<file path="config.mk">
export PLATFORM = sky130hd
export DESIGN_NAME = opcode_guard
export DESIGN_NICKNAME = d
export VERILOG_FILES = /design/src/rtl/opcode_guard.sv
export SDC_FILE = /design/constraint.sdc
export NUM_CORES = 1
export LEC_CHECK = 0
export CORE_MARGIN = 4
export CORE_UTILIZATION = 65
export DETAILED_ROUTE_END_ITERATION = 6
export DONT_BUFFER_PORTS = 1
export HOLD_SLACK_MARGIN = 0.15
export PLACE_DENSITY = 0.83
export SLEW_MARGIN = 10
export SYNTH_ARGS = -nofsm -noshare
export SYNTH_HDL_FRONTEND = slang
export SYNTH_SLANG_ARGS = --single-unit
</file>
<file path="constraint.sdc">
create_clock -name clk -period 6.3 [get_ports clk]
set_input_delay 0.63 -clock clk [delete_from_list [all_inputs] [get_ports clk]]
set_output_delay 0.63 -clock clk [all_outputs]
set_load 0.1 [all_outputs]
</file>
<file path="src/rtl/opcode_guard.sv">
module opcode_guard #(
  parameter int INSN_W  = 16,
  parameter int OPC_LSB = 10,
  parameter int OPC_W   = 6,
  parameter int WORD_W  = 32
) (
  input  logic              clk,
  input  logic              rst_n,
  input  logic              cfg_we,
  input  logic [1:0]        cfg_addr,
  input  logic [WORD_W-1:0] cfg_wdata,
  input  logic              insn_valid,
  input  logic [INSN_W-1:0] insn_data,
  output logic              out_valid,
  output logic [INSN_W-1:0] out_insn,
  output logic              insn_err,
  output logic              check_armed,
  output logic              err_sticky,
  output logic [INSN_W-1:0] err_insn
);
  localparam int VEC_BITS  = 1 << OPC_W;
  localparam int NUM_WORDS = VEC_BITS / WORD_W;
  localparam int ADDR_W    = 2;
  localparam logic [ADDR_W-1:0] ARM_ADDR = ADDR_W'(NUM_WORDS);
  localparam logic [ADDR_W-1:0] CLR_ADDR = ADDR_W'(NUM_WORDS + 1);

  logic [VEC_BITS-1:0] opc_map;
  logic [OPC_W-1:0]    opcode;
  logic                vec_wr, arm_wr, clr_wr;

  assign opcode    = insn_data[OPC_LSB +: OPC_W];
  assign vec_wr    = cfg_we && (cfg_addr < ARM_ADDR);
  assign arm_wr    = cfg_we && (cfg_addr == ARM_ADDR);
  assign clr_wr    = cfg_we && (cfg_addr == CLR_ADDR);

  assign out_valid = insn_valid;
  assign out_insn  = insn_data;
  assign insn_err  = insn_valid && check_armed && !opc_map[opcode];

  always_ff @(posedge clk or negedge rst_n) begin
    if (!rst_n) begin
      opc_map <= '0;
    end else if (vec_wr) begin
      for (int w = 0; w < NUM_WORDS; w++)
        if (cfg_addr == ADDR_W'(w)) opc_map[w*WORD_W +: WORD_W] <= cfg_wdata;
    end
  end

  always_ff @(posedge clk or negedge rst_n) begin
    if (!rst_n)      check_armed <= 1'b0;
    else if (vec_wr) check_armed <= 1'b0;
    else if (arm_wr) check_armed <= cfg_wdata[0];
  end

  always_ff @(posedge clk or negedge rst_n) begin
    if (!rst_n) begin
      err_sticky <= 1'b0;
      err_insn   <= '0;
    end else if (clr_wr) begin
      err_sticky <= 1'b0;
      err_insn   <= '0;
    end else if (insn_err && !err_sticky) begin
      err_sticky <= 1'b1;
      err_insn   <= insn_data;
    end
  end
endmodule

</file>
==> flow_metrics.py, run 1 <==
metrics = {
    "floorplan": {
        "die_w_um": 85.3,
        "die_area_sq_um": 7280,
        "fp.dieH_um": 85.3,
        "design.core.area_sq_um": 5640,
        "start_util": 0.689,
        "rows": 27,
        "io_pins": 90,
    },
    "global_route": {
        "grt_pass1_vias": 2286,
        "overflow": 0,
        "grt_util_all_layers": 0.211,
        "grt_max_degree": 83,
        "grt_pass1_wl_um": 11900,
        "antenna_found_initial": 0,
    },
    "final_layout": {
        "syn_to_final_growth_pct": 4.38,
        "multi_input_area_sq_um": 1650,
        "ff_latch_area_sq_um": 2050,
        "fin_area_sq_um": 4060,
        "n_fill_cell": 391,
        "insertedDiodeCount": 0,
        "finalNetCount": 323,
        "drive_gt1_frac": 0.354,
    },
    "critical_path": {
        "start_kind": "register",
        "timing.rr.start": "opc_map[49]$_DFFE_PN0P_",
        "crit_path_max_incr_delay_ns": 0.87,
        "crit_slowest_cell": "a211oi_4",
        "path_depth": 5,
        "startpoint": "opc_map[49]$_DFFE_PN0P_",
        "critPathCaptureType": "output pin",
        "cp.arrival_ns": 2.92,
        "crit_family": "compound AO/OA/AOI/OAI gates",
        "critPathKind": "reg -> out",
        "r2r-end": "err_sticky$_DFFE_PN0P_",
        "reg2reg_depth": 6,
        "cp-endpoint": "insn_err",
        "cp_data_required_time_ns": 5.67,
        "r2r_slack_ns": 3.48,
        "path_cells": "mux4_1, mux2_2, or3_1, and4_4, a211oi_4",
        "cp_num_buf_inv": 0,
        "crit_path_max_fanout": 2,
    },
    "sta": {
        "max_freq_mhz": 281,
        "tns_ns": 0,
        "setup_viol_count_final": 0,
        "skew_ns": 0.00628,
        "finalWorstPathRequiredPeriod_ns": 3.55,
        "max_slew_margin": 0.240,
        "rsz0062_at_grt": "no",
        "min_period_over_period": 0.564,
        "finalMaxSlewViolations": 0,
        "finalHoldViolations": 0,
        "worst_pin_slew_ns": 1.14,
    },
    "synth": {
        "synthCells": 286,
        "synth.distinct_cells": 29,
        "syn_avg_cell_area_sq_um": 13.6,
        "netlist.area_leader.share": 0.528,
        "ys_ff_latch": 82,
        "yosys-top-cells-area": "dfrtp_1 53%, mux2_2 19%, mux2i_1 8.2%",
        "synth_area_sq_um": 3890,
        "synth_area_leader_cell": "dfrtp_1",
        "yosysWarnings": 0,
        "ys_seq_area_frac": 0.528,
        "synth_fp_nets": 340,
    },
    "clock_network": {
        "ctsResizeCount": 0,
        "cts_buffers": 9,
        "tritoncts": "yes",
        "clockBufferDepth": 2,
        "cts-root-buf": "clkbuf_8",
        "numClockSinks": 82,
        "htreeDepth": 3,
        "clkLatencyLatePin_ns": 0.34,
        "cts.reportedPaths.clkPinSlew_ns": 0.08,
    },
    "detailed_routing": {
        "first_pass_iters": 4,
        "routedWlPerCell_um": 20.8,
        "drc": 0,
        "vias": 2158,
        "drtIter0Drc": 92,
        "final_antenna_net_count": 0,
        "drt-total-wl_um": 7200,
        "via_per_inst": 6.24,
    },
    "placed_design": {
        "hpwlAfterDp_um": 4860,
        "routabilityCongestion": 0.733,
        "io_buffers": 0,
        "dpl_cell_area_sq_um": 3820,
    },
    "pwr": {
        "ir_drop_mv": 0.219,
        "p_per_area_nw_per_um2": 344,
        "power_leakage_nw": 1.75,
    },
    "run": {
        "cap_violations": 0,
    },
    "run_status": {
        "status": "complete, no violations",
    },
    "hold_path": {
        "hp-class": "in -> async",
    },
}
==> flip-flops by register name, summed over array words and instances, names as in the netlist <==
signal,count
opc_map,64
err_insn,16
err_sticky,1
check_armed,1
==> metrics by stage <==
stage / setup WS [ns] / hold WS [ns] / power [mW] / utilization / instances
after floorplan: 1.51 / 0.334 / 1.01 / - / 286
after global placement: 2.86 / 0.337 / 0.982 / 0.677 / 329
after detailed placement: 2.84 / 0.337 / 0.995 / 0.677 / 329
after CTS: 2.72 / 0.183 / 1.41 / 0.719 / 346
after global routing: 2.64 / 0.192 / 1.46 / 0.719 / 346
final: 2.75 / 0.172 / 1.40 / 0.719 / 346
==> cell usage in the layout (no fill, tap or decap) <==
master	netlist	layout
dfrtp_1	82	82
mux2_2	65	65
nand2_1	37	37
mux2i_1	32	32
mux4_2	10	10
clkbuf_8	0	9
nand3_1	5	5
buf_4	18	3
nor2_1	2	2
nor2b_1	2	2
a22oi_1	2	2
a21oi_1	2	2
a31oi_1	2	2
clkinv_2	0	2
bufinv_16	0	2
clkbuf_1	8	2
inv_1	1	1
a221oi_1	1	1
o21bai_1	1	1
a21boi_0	1	1
mux4_1	1	1
or3_1	1	1
and4_4	1	1
a211oi_4	0	1
nor3b_2	0	1
nand3b_1	1	1
a2111oi_4	1	1
nand4b_1	1	1
o21a_1	1	1
clkinv_4	0	1
buf_16	0	1
==> synth_stat cells <==
master,number
nand3_1,5
nor2_1,2
mux2_2,65
buf_6,1
nand4b_1,1
nand3b_1,1
a31oi_1,2
a221oi_1,1
o21bai_1,1
mux4_2,10
or3_1,1
buf_4,18
o21a_1,1
a2111oi_4,1
inv_1,1
mux4_1,1
dfrtp_1,82
a21boi_0,1
clkbuf_1,8
a211oi_1,1
nand2_1,37
buf_2,2
nor2b_1,2
mux2i_1,32
a22oi_1,2
a21oi_1,2
nor3b_1,1
and4_4,1
buf_1,3
==> worst min path at each step <==
stage	slack (ns)	start	to
6_report	0.17	rst_n	err_insn[11]$_DFFE_PN0P_
5_1_grt	0.19	rst_n	err_insn[14]$_DFFE_PN0P_
4_1_cts	0.18	rst_n	err_insn[7]$_DFFE_PN0P_
3_5_place_dp	0.34	rst_n	opc_map[26]$_DFFE_PN0P_
3_3_place_gp	0.34	rst_n	opc_map[24]$_DFFE_PN0P_
2_1_floorplan	0.33	rst_n	check_armed$_DFFE_PN0P_
==> cell type report <==
class / instances / area share
Clock inverter: 5 / 0.0194
Clock buffer: 11 / 0.0324
Timing Repair Buffer: 4 / 0.0123
Multi-Input combinational cell: 171 / 0.407
Inverter: 1 / 0.000925
Sequential cell: 82 / 0.506
Tap cell: 72 / 0.0222
==> where the power goes <==
group          internal [mW]  total [mW]  switching, mW
logic                  0.119       0.192         0.0733
registers              0.618       0.802          0.184
clock network          0.223       0.403          0.180
==> timing repair <==
action                                 CTS  global route
setup buffers                            0             0
hold buffers                             1             0
endpoints found under the hold margin   82             0
==> routing by layer <==
| layer | GRT usage | up-vias | routed length [um] | share of wire |
|---|---|---|---|---|
| li1 | - | 973 | - | - |
| met1 | 0.275 | 1100 | 2980 | 0.41 |
| met2 | 0.320 | 71 | 3460 | 0.48 |
| met3 | 0.0971 | 14 | 623 | 0.087 |
| met4 | 0.0619 | 0 | 128 | 0.018 |
| met5 | 0 | - | 0 | 0 |
==> logic make-up after synthesis <==
family / count (synthesis) / synth area share
DFF: 82 / 0.528
and+or+nand+nor: 51 / 0.0580
AOI/OAI and AO/OA: 12 / 0.0267
muxes: 108 / 0.335
buffers and inverters: 33 / 0.0518
No activity file was read; power rests on OpenSTA's default activity.
==> inputs of run 2 (changes only) <==
--- a/config.mk
+++ b/config.mk
@@ -5,12 +5,13 @@
 export SDC_FILE = /design/constraint.sdc
 export NUM_CORES = 1
 export LEC_CHECK = 0
+export ABC_AREA = 1
 export CORE_MARGIN = 4
-export CORE_UTILIZATION = 65
+export CORE_UTILIZATION = 63
 export DETAILED_ROUTE_END_ITERATION = 6
 export DONT_BUFFER_PORTS = 1
 export HOLD_SLACK_MARGIN = 0.15
-export PLACE_DENSITY = 0.83
+export PLACE_DENSITY = 0.81
 export SLEW_MARGIN = 10
 export SYNTH_ARGS = -nofsm -noshare
 export SYNTH_HDL_FRONTEND = slang
==> constraint.sdc (replaced) <==
create_clock -name clk -period 3.7 [get_ports clk]
set_input_delay 0.37 -clock clk [delete_from_list [all_inputs] [get_ports clk]]
set_output_delay 0.37 -clock clk [all_outputs]
set_load 0.1 [all_outputs]
==> flow_metrics.py, run 2 <==
metrics = {
    "floorplan": {
        "design.core.area_sq_um": 5990,
        "die_area_sq_um": 7610,
        "die_w_um": 87.2,
        "io_pins": 90,
        "rows": 28,
        "start_util": 0.660,
        "fp.dieH_um": 87.2,
    },
    "critical_path": {
        "r2r_slack_ns": 1.58,
        "cp.arrival_ns": 2.09,
        "start_kind": "register",
        "crit_path_max_fanout": 18,
        "timing.rr.start": "opc_map[57]$_DFFE_PN0P_",
        "r2r-end": "err_insn[8]$_DFFE_PN0P_",
        "reg2reg_depth": 11,
        "startpoint": "opc_map[57]$_DFFE_PN0P_",
        "critPathCaptureType": "output pin",
        "cp_data_required_time_ns": 3.33,
        "critPathKind": "reg -> out",
    },
    "global_route": {
        "grt_pass1_wl_um": 14000,
        "grt_util_all_layers": 0.236,
        "antenna_found_initial": 0,
        "grt_pass1_vias": 3019,
        "overflow": 0,
        "busiest_layer": "met2",
        "met1_usage": 0.320,
        "grtUsageMet2": 0.358,
        "grtUsageMet3": 0.0672,
        "grt_max_degree": 83,
    },
    "synth": {
        "netlist.area_leader.share": 0.519,
        "synth.distinct_cells": 20,
        "synthCells": 494,
        "async_reset_ff_frac": 1.00,
        "synth_area_sq_um": 3950,
        "synth_commonest_cells": "164 x nand2_1, 82 x dfrtp_1, 69 x nand3_1",
        "synth-main-ff-cell": "dfrtp_1",
        "yosysWarnings": 0,
        "syn_avg_cell_area_sq_um": 8.00,
        "synth-edff-count": 0,
        "ys_ff_latch": 82,
        "ys_seq_area_frac": 0.519,
        "synth_area_leader_cell": "dfrtp_1",
        "yosysMostFrequentCell": "nand2_1",
        "synth_fp_nets": 548,
        "yosys-top-cells-area": "dfrtp_1 52%, nand2_1 16%, nand3_1 8.7%",
    },
    "hold_path": {
        "hp-class": "in -> reg",
        "holdPathStages": 2,
        "hold_start": "insn_data[2]",
        "whs_endpoint": "err_insn[2]$_DFFE_PN0P_",
    },
    "pwr": {
        "ir_drop_mv": 0.461,
        "power_leakage_nw": 2.08,
        "p_per_area_nw_per_um2": 578,
    },
    "sta": {
        "rsz0062_at_grt": "no",
        "finalWorstPathRequiredPeriod_ns": 2.46,
        "worst_pin_slew_ns": 1.09,
        "finalMaxSlewViolations": 0,
        "worst_slack_ns": 1.24,
        "max_freq_mhz": 406,
        "setup_viol_count_final": 0,
        "finalHoldViolations": 0,
        "tns_ns": 0,
        "max_slew_margin": 0.272,
        "min_period_over_period": 0.666,
        "skew_ns": 0.00598,
    },
    "detailed_routing": {
        "drtIter0Drc": 273,
        "routedWlPerCell_um": 15.2,
        "final_antenna_net_count": 0,
        "drt-total-wl_um": 8300,
        "first_pass_iters": 5,
        "vias": 3123,
        "drc": 0,
        "via_per_inst": 5.72,
    },
    "placed_design": {
        "numPlacedInstances": 527,
        "routabilityCongestion": 0.758,
        "place_ws_ns": 1.35,
        "hpwlAfterDp_um": 5480,
        "io_buffers": 0,
    },
    "run_status": {
        "status": "complete, no violations",
    },
    "final_layout": {
        "final_cells": 546,
        "final_common_cell": "nand2_1",
        "largest_register_ffs": 64,
        "layout_common_cells": "164 x nand2_1, 82 x dfrtp_1, 69 x nand3_1, 64 x o21ai_0, 39 x inv_1",
        "regMostFlops": "opc_map",
        "n_fill_cell": 513,
        "reg.largest.list": "opc_map: 64 flops, err_insn: 16 flops",
        "drive_gt1_frac": 0.0552,
        "fin_util": 0.668,
        "syn_to_final_growth_pct": 1.23,
        "insertedDiodeCount": 0,
        "finalNetCount": 521,
    },
    "clock_network": {
        "htreeDepth": 3,
        "ctsResizeCount": 0,
        "numClockSinks": 82,
        "clkLatencyLatePin_ns": 0.35,
        "cts.reportedPaths.clkPinSlew_ns": 0.08,
        "cts-root-buf": "clkbuf_8",
        "clockBufferDepth": 2,
        "cts_buffers": 9,
        "tritoncts": "yes",
    },
    "run": {
        "cap_violations": 0,
    },
}
==> run 2: cell types whose count changed after synthesis, moves of 32 or more <==
cell | before | now
o21ai_0 | 0 | 64
nand2_1 | 37 | 164
mux2_2 | 65 | 0
mux2i_1 | 32 | 0
nand3_1 | 5 | 69
inv_1 | 1 | 39
==> run 2: worst max-delay path by stage <==
stage,end,slack [ns],depth (start not counted)
6_report,insn_err,1.24,9
5_1_grt,insn_err,1.06,9
4_1_cts,insn_err,1.22,9
3_5_place_dp,err_insn[8]$_DFFE_PN0P_,1.35,12
3_3_place_gp,insn_err,1.42,10
2_1_floorplan,insn_err,1.70,5
==> run 2: what timing repair did <==
item,4_1_cts,5_1_grt
hold endpoints to repair,84,0
buffers inserted,0,0
hold buffers,4,0
==> run 2: through the flow <==
stage,power (mW),instance area (sq um),hold slack [ns]
after global placement,1.76,3790,0.0771
after CTS,2.33,4000,0.150
after floorplan,1.79,3950,0.0744
after detailed placement,1.78,3790,0.0772
final,2.32,4000,0.160
after global routing,2.44,4000,0.160
==> run 2: per-layer routing <==
metal	vias up	part of all wire	wire, um
li1	1527	-	-
met1	1471	0.44	3680
met2	112	0.47	3900
met3	13	0.074	614
met4	0	0.013	106
met5	-	0	0
==> run 2: cell families after synthesis <==
family                 count (synthesis)  synth area share
and+or+nand+nor                      256             0.283
buffers and inverters                 89             0.113
DFF                                   82             0.519
AOI/OAI and AO/OA                     67            0.0854
==> run 2: cell type report <==
type                    instances  area, sq um  share of cell area
well taps                      75         93.8              0.0234
multi-input cells             323         1460               0.364
inverters                      43          161              0.0403
flip-flops and latches         82         2050               0.513
repair buffers                  8         87.6              0.0219
clock buffers                  11          131              0.0328
clock inverters                 4         20.0             0.00500
==> run 2: where the power goes <==
part,internal [mW],switching (mW),total (mW)
Clock,0.236,0.294,0.529
Combinational,0.123,0.230,0.353
Sequential,1.04,0.389,1.43
Total,1.40,0.913,2.32
==> run 2: critical path, cell delays in order, from the launching register on <==
cell and delay, ns:
dfrtp_1 0.40, nand2_1 0.07, nand3_1 0.08, nand3_1 0.09
nand2_1 0.07, nand2_1 0.06, nand3_1 0.08, nand3_2 0.10
nand2_2 0.07, nor2_4 0.72
==> inputs of run 3 (changes only) <==
--- a/config.mk
+++ b/config.mk
@@ -7,11 +7,11 @@
 export LEC_CHECK = 0
 export ABC_AREA = 1
 export CORE_MARGIN = 4
-export CORE_UTILIZATION = 63
+export CORE_UTILIZATION = 57
 export DETAILED_ROUTE_END_ITERATION = 6
 export DONT_BUFFER_PORTS = 1
 export HOLD_SLACK_MARGIN = 0.15
-export PLACE_DENSITY = 0.81
+export PLACE_DENSITY = 0.77
 export SLEW_MARGIN = 10
 export SYNTH_ARGS = -nofsm -noshare
 export SYNTH_HDL_FRONTEND = slang
==> constraint.sdc (replaced) <==
create_clock -name clk -period 2.2 [get_ports clk]
set_input_delay 0.22 -clock clk [delete_from_list [all_inputs] [get_ports clk]]
set_output_delay 0.22 -clock clk [all_outputs]
set_load 0.1 [all_outputs]
==> flow_metrics.py, run 3 (synthesized netlist as in run 2, its figures left out) <==
metrics = {
    "run_status": {
        "status": "finished with violations",
        "violations": "setup timing",
    },
    "floorplan": {
        "design.core.area_sq_um": 6760,
        "die_w_um": 91.3,
        "fp.dieH_um": 91.3,
        "io_pins": 90,
        "die_area_sq_um": 8330,
        "start_util": 0.585,
        "rows": 30,
    },
    "final_layout": {
        "drive_gt1_frac": 0.109,
        "final_cells": 628,
        "finalNetCount": 597,
        "reg.largest.list": "opc_map: 64 flops, err_insn: 16 flops",
        "fin_util": 0.708,
        "largest_register_ffs": 64,
        "syn_to_final_growth_pct": 21.0,
        "insertedDiodeCount": 0,
        "layout_common_cells": "164 x nand2_1, 82 x dfrtp_1, 64 x nand3_1, 64 x o21ai_0, 52 x dlygate4sd3_1",
        "regMostFlops": "opc_map",
        "final_common_cell": "nand2_1",
        "n_fill_cell": 522,
    },
    "sta": {
        "finalWorstPathRequiredPeriod_ns": 2.21,
        "worst_pin_slew_ns": 0.733,
        "finalMaxSlewViolations": 0,
        "rsz0062_at_grt": "yes",
        "max_slew_margin": 0.510,
        "max_freq_mhz": 452,
        "worst_slack_ns": -0.0112,
        "setup_viol_count_final": 1,
        "min_period_over_period": 1.01,
        "skew_ns": 0.00751,
        "finalHoldViolations": 0,
    },
    "placed_design": {
        "numPlacedInstances": 550,
        "hpwlAfterDp_um": 5660,
        "routabilityCongestion": 0.764,
        "io_buffers": 0,
    },
    "critical_path": {
        "cp.arrival_ns": 1.99,
        "path_cells": "nand2_1, nand3_1, nand3_1, nand2_1, nand2_1, nand3_2, nand3_4, inv_4, nor2_4",
        "critPathKind": "reg -> out",
        "start_kind": "register",
        "cp_data_required_time_ns": 1.98,
        "critPathCaptureType": "output pin",
        "crit_path_max_incr_delay_ns": 0.57,
        "crit_path_frequent_cell": "nand2_1",
        "crit_path_max_fanout": 5,
        "crit_slowest_cell": "nor2_4",
    },
    "pwr": {
        "clkPwrFrac": 0.244,
        "ir_drop_mv": 0.489,
        "power_frac_seq": 0.445,
        "power_leakage_nw": 2.44,
        "p_per_area_nw_per_um2": 899,
        "switchingPower_mw": 1.65,
        "comb_power_share": 0.312,
        "p_int_mw": 2.65,
        "switching_share": 0.384,
    },
    "global_route": {
        "antenna_found_initial": 0,
        "grt_pass1_vias": 3375,
        "grt_pass1_wl_um": 15900,
        "grt_util_all_layers": 0.237,
        "overflow": 0,
        "grt_max_degree": 83,
    },
    "detailed_routing": {
        "first_pass_iters": 6,
        "drc": 0,
        "via_per_inst": 5.64,
        "vias": 3544,
        "drt-total-wl_um": 9630,
        "drtIter0Drc": 266,
        "routedWlPerCell_um": 15.3,
        "final_antenna_net_count": 0,
    },
    "clock_network": {
        "clockBufferDepth": 2,
        "cts-root-buf": "clkbuf_8",
        "tritoncts": "yes",
        "numClockSinks": 82,
        "cts.reportedPaths.clkPinSlew_ns": 0.08,
        "cts_buffers": 9,
        "clkLatencyLatePin_ns": 0.36,
        "htreeDepth": 3,
    },
    "run": {
        "cap_violations": 0,
    },
    "hold_path": {
        "hp-class": "in -> reg",
    },
}
-- run 3: changes by cell type in the layout (fill, tap and decap cells not counted), moves of 3 or more --
cell           change
buf_4             +25
nand3_1            -5
nand3_2            +3
dlygate4sd3_1     +49
clkinv_2           -3
clkbuf_8           +3
-- run 3: through the flow --
stage | TNS [ns] | total power, mW | hold slack, ns | instance area (sq um) | setup WS, ns
6_report | -0.0112 | 4.30 | 0.319 | 4790 | -0.0112
2_1_floorplan | 0 | 3.02 | -0.0756 | 3950 | 0.232
5_1_grt | -0.123 | 4.52 | 0.318 | 4790 | -0.123
3_5_place_dp | -0.0234 | 3.11 | -0.0720 | 3940 | -0.0234
3_3_place_gp | 0 | 3.08 | -0.0724 | 3940 | 0.113
4_1_cts | 0 | 4.28 | 0.301 | 4720 | 0.00413
-- run 3: final timing paths --
kind / startpoint / to / slack, ns / depth (start not counted)
setup / recovery: opc_map[9]$_DFFE_PN0P_ / insn_err / -0.01 / 9
hold / removal: cfg_we / err_sticky$_DFFE_PN0P_ / 0.32 / 3
setup reg to reg: opc_map[9]$_DFFE_PN0P_ / err_insn[6]$_DFFE_PN0P_ / 0.19 / 11
hold reg to reg: opc_map[58]$_DFFE_PN0P_ / opc_map[58]$_DFFE_PN0P_ / 0.49 / 2
max in group asynchronous: rst_n / opc_map[5]$_DFFE_PN0P_ / 1.47 / 2
min in group asynchronous: rst_n / err_insn[7]$_DFFE_PN0P_ / 0.42 / 2
-- run 3: power by group through the flow --
stage	logic (mW)	registers [mW]	clock network, mW
after CTS	1.31	1.91	1.06
after global routing	1.45	1.94	1.13
after global placement	1.15	1.93	0
after floorplan	0.583	2.43	0
after detailed placement	1.18	1.94	0
final	1.34	1.92	1.05
-- run 3: layout make-up --
cell class,count,area (sq um),area share
repair buffers,82,766,0.160
flip-flops and latches,82,2050,0.429
inverters,43,164,0.0342
clock buffers,13,169,0.0353
well taps,80,100,0.0209
clock inverters,3,21.3,0.00444
multi-input cells,325,1510,0.316
-- run 3: critical path: cells and delay by family, from the launching register on --
kind | cells | cell delay (ns)
buffers and inverters | 1 | 0.05
AND/OR/NAND/NOR | 8 | 1.18
flip-flops | 1 | 0.40
-- run 3: per-layer routing --
layer	vias to the layer above	global-route usage	routed length (um)
met2	141	0.368	4630
met1	1695	0.318	4070
li1	1678	-	-
met5	-	0	0
met3	30	0.0605	671
met4	0	0.0955	263
-- run 3: what timing repair did --
| item | in CTS | in global routing |
|---|---|---|
| gates cloned | 2 | 0 |
| resized for setup | 2 | 7 |
| setup endpoints to repair | 1 | 1 |
| hold buffers | 53 | 0 |
| hold endpoints to repair | 163 | 0 |
| setup buffers | 3 | 4 |
| pin swaps | 4 | 12 |
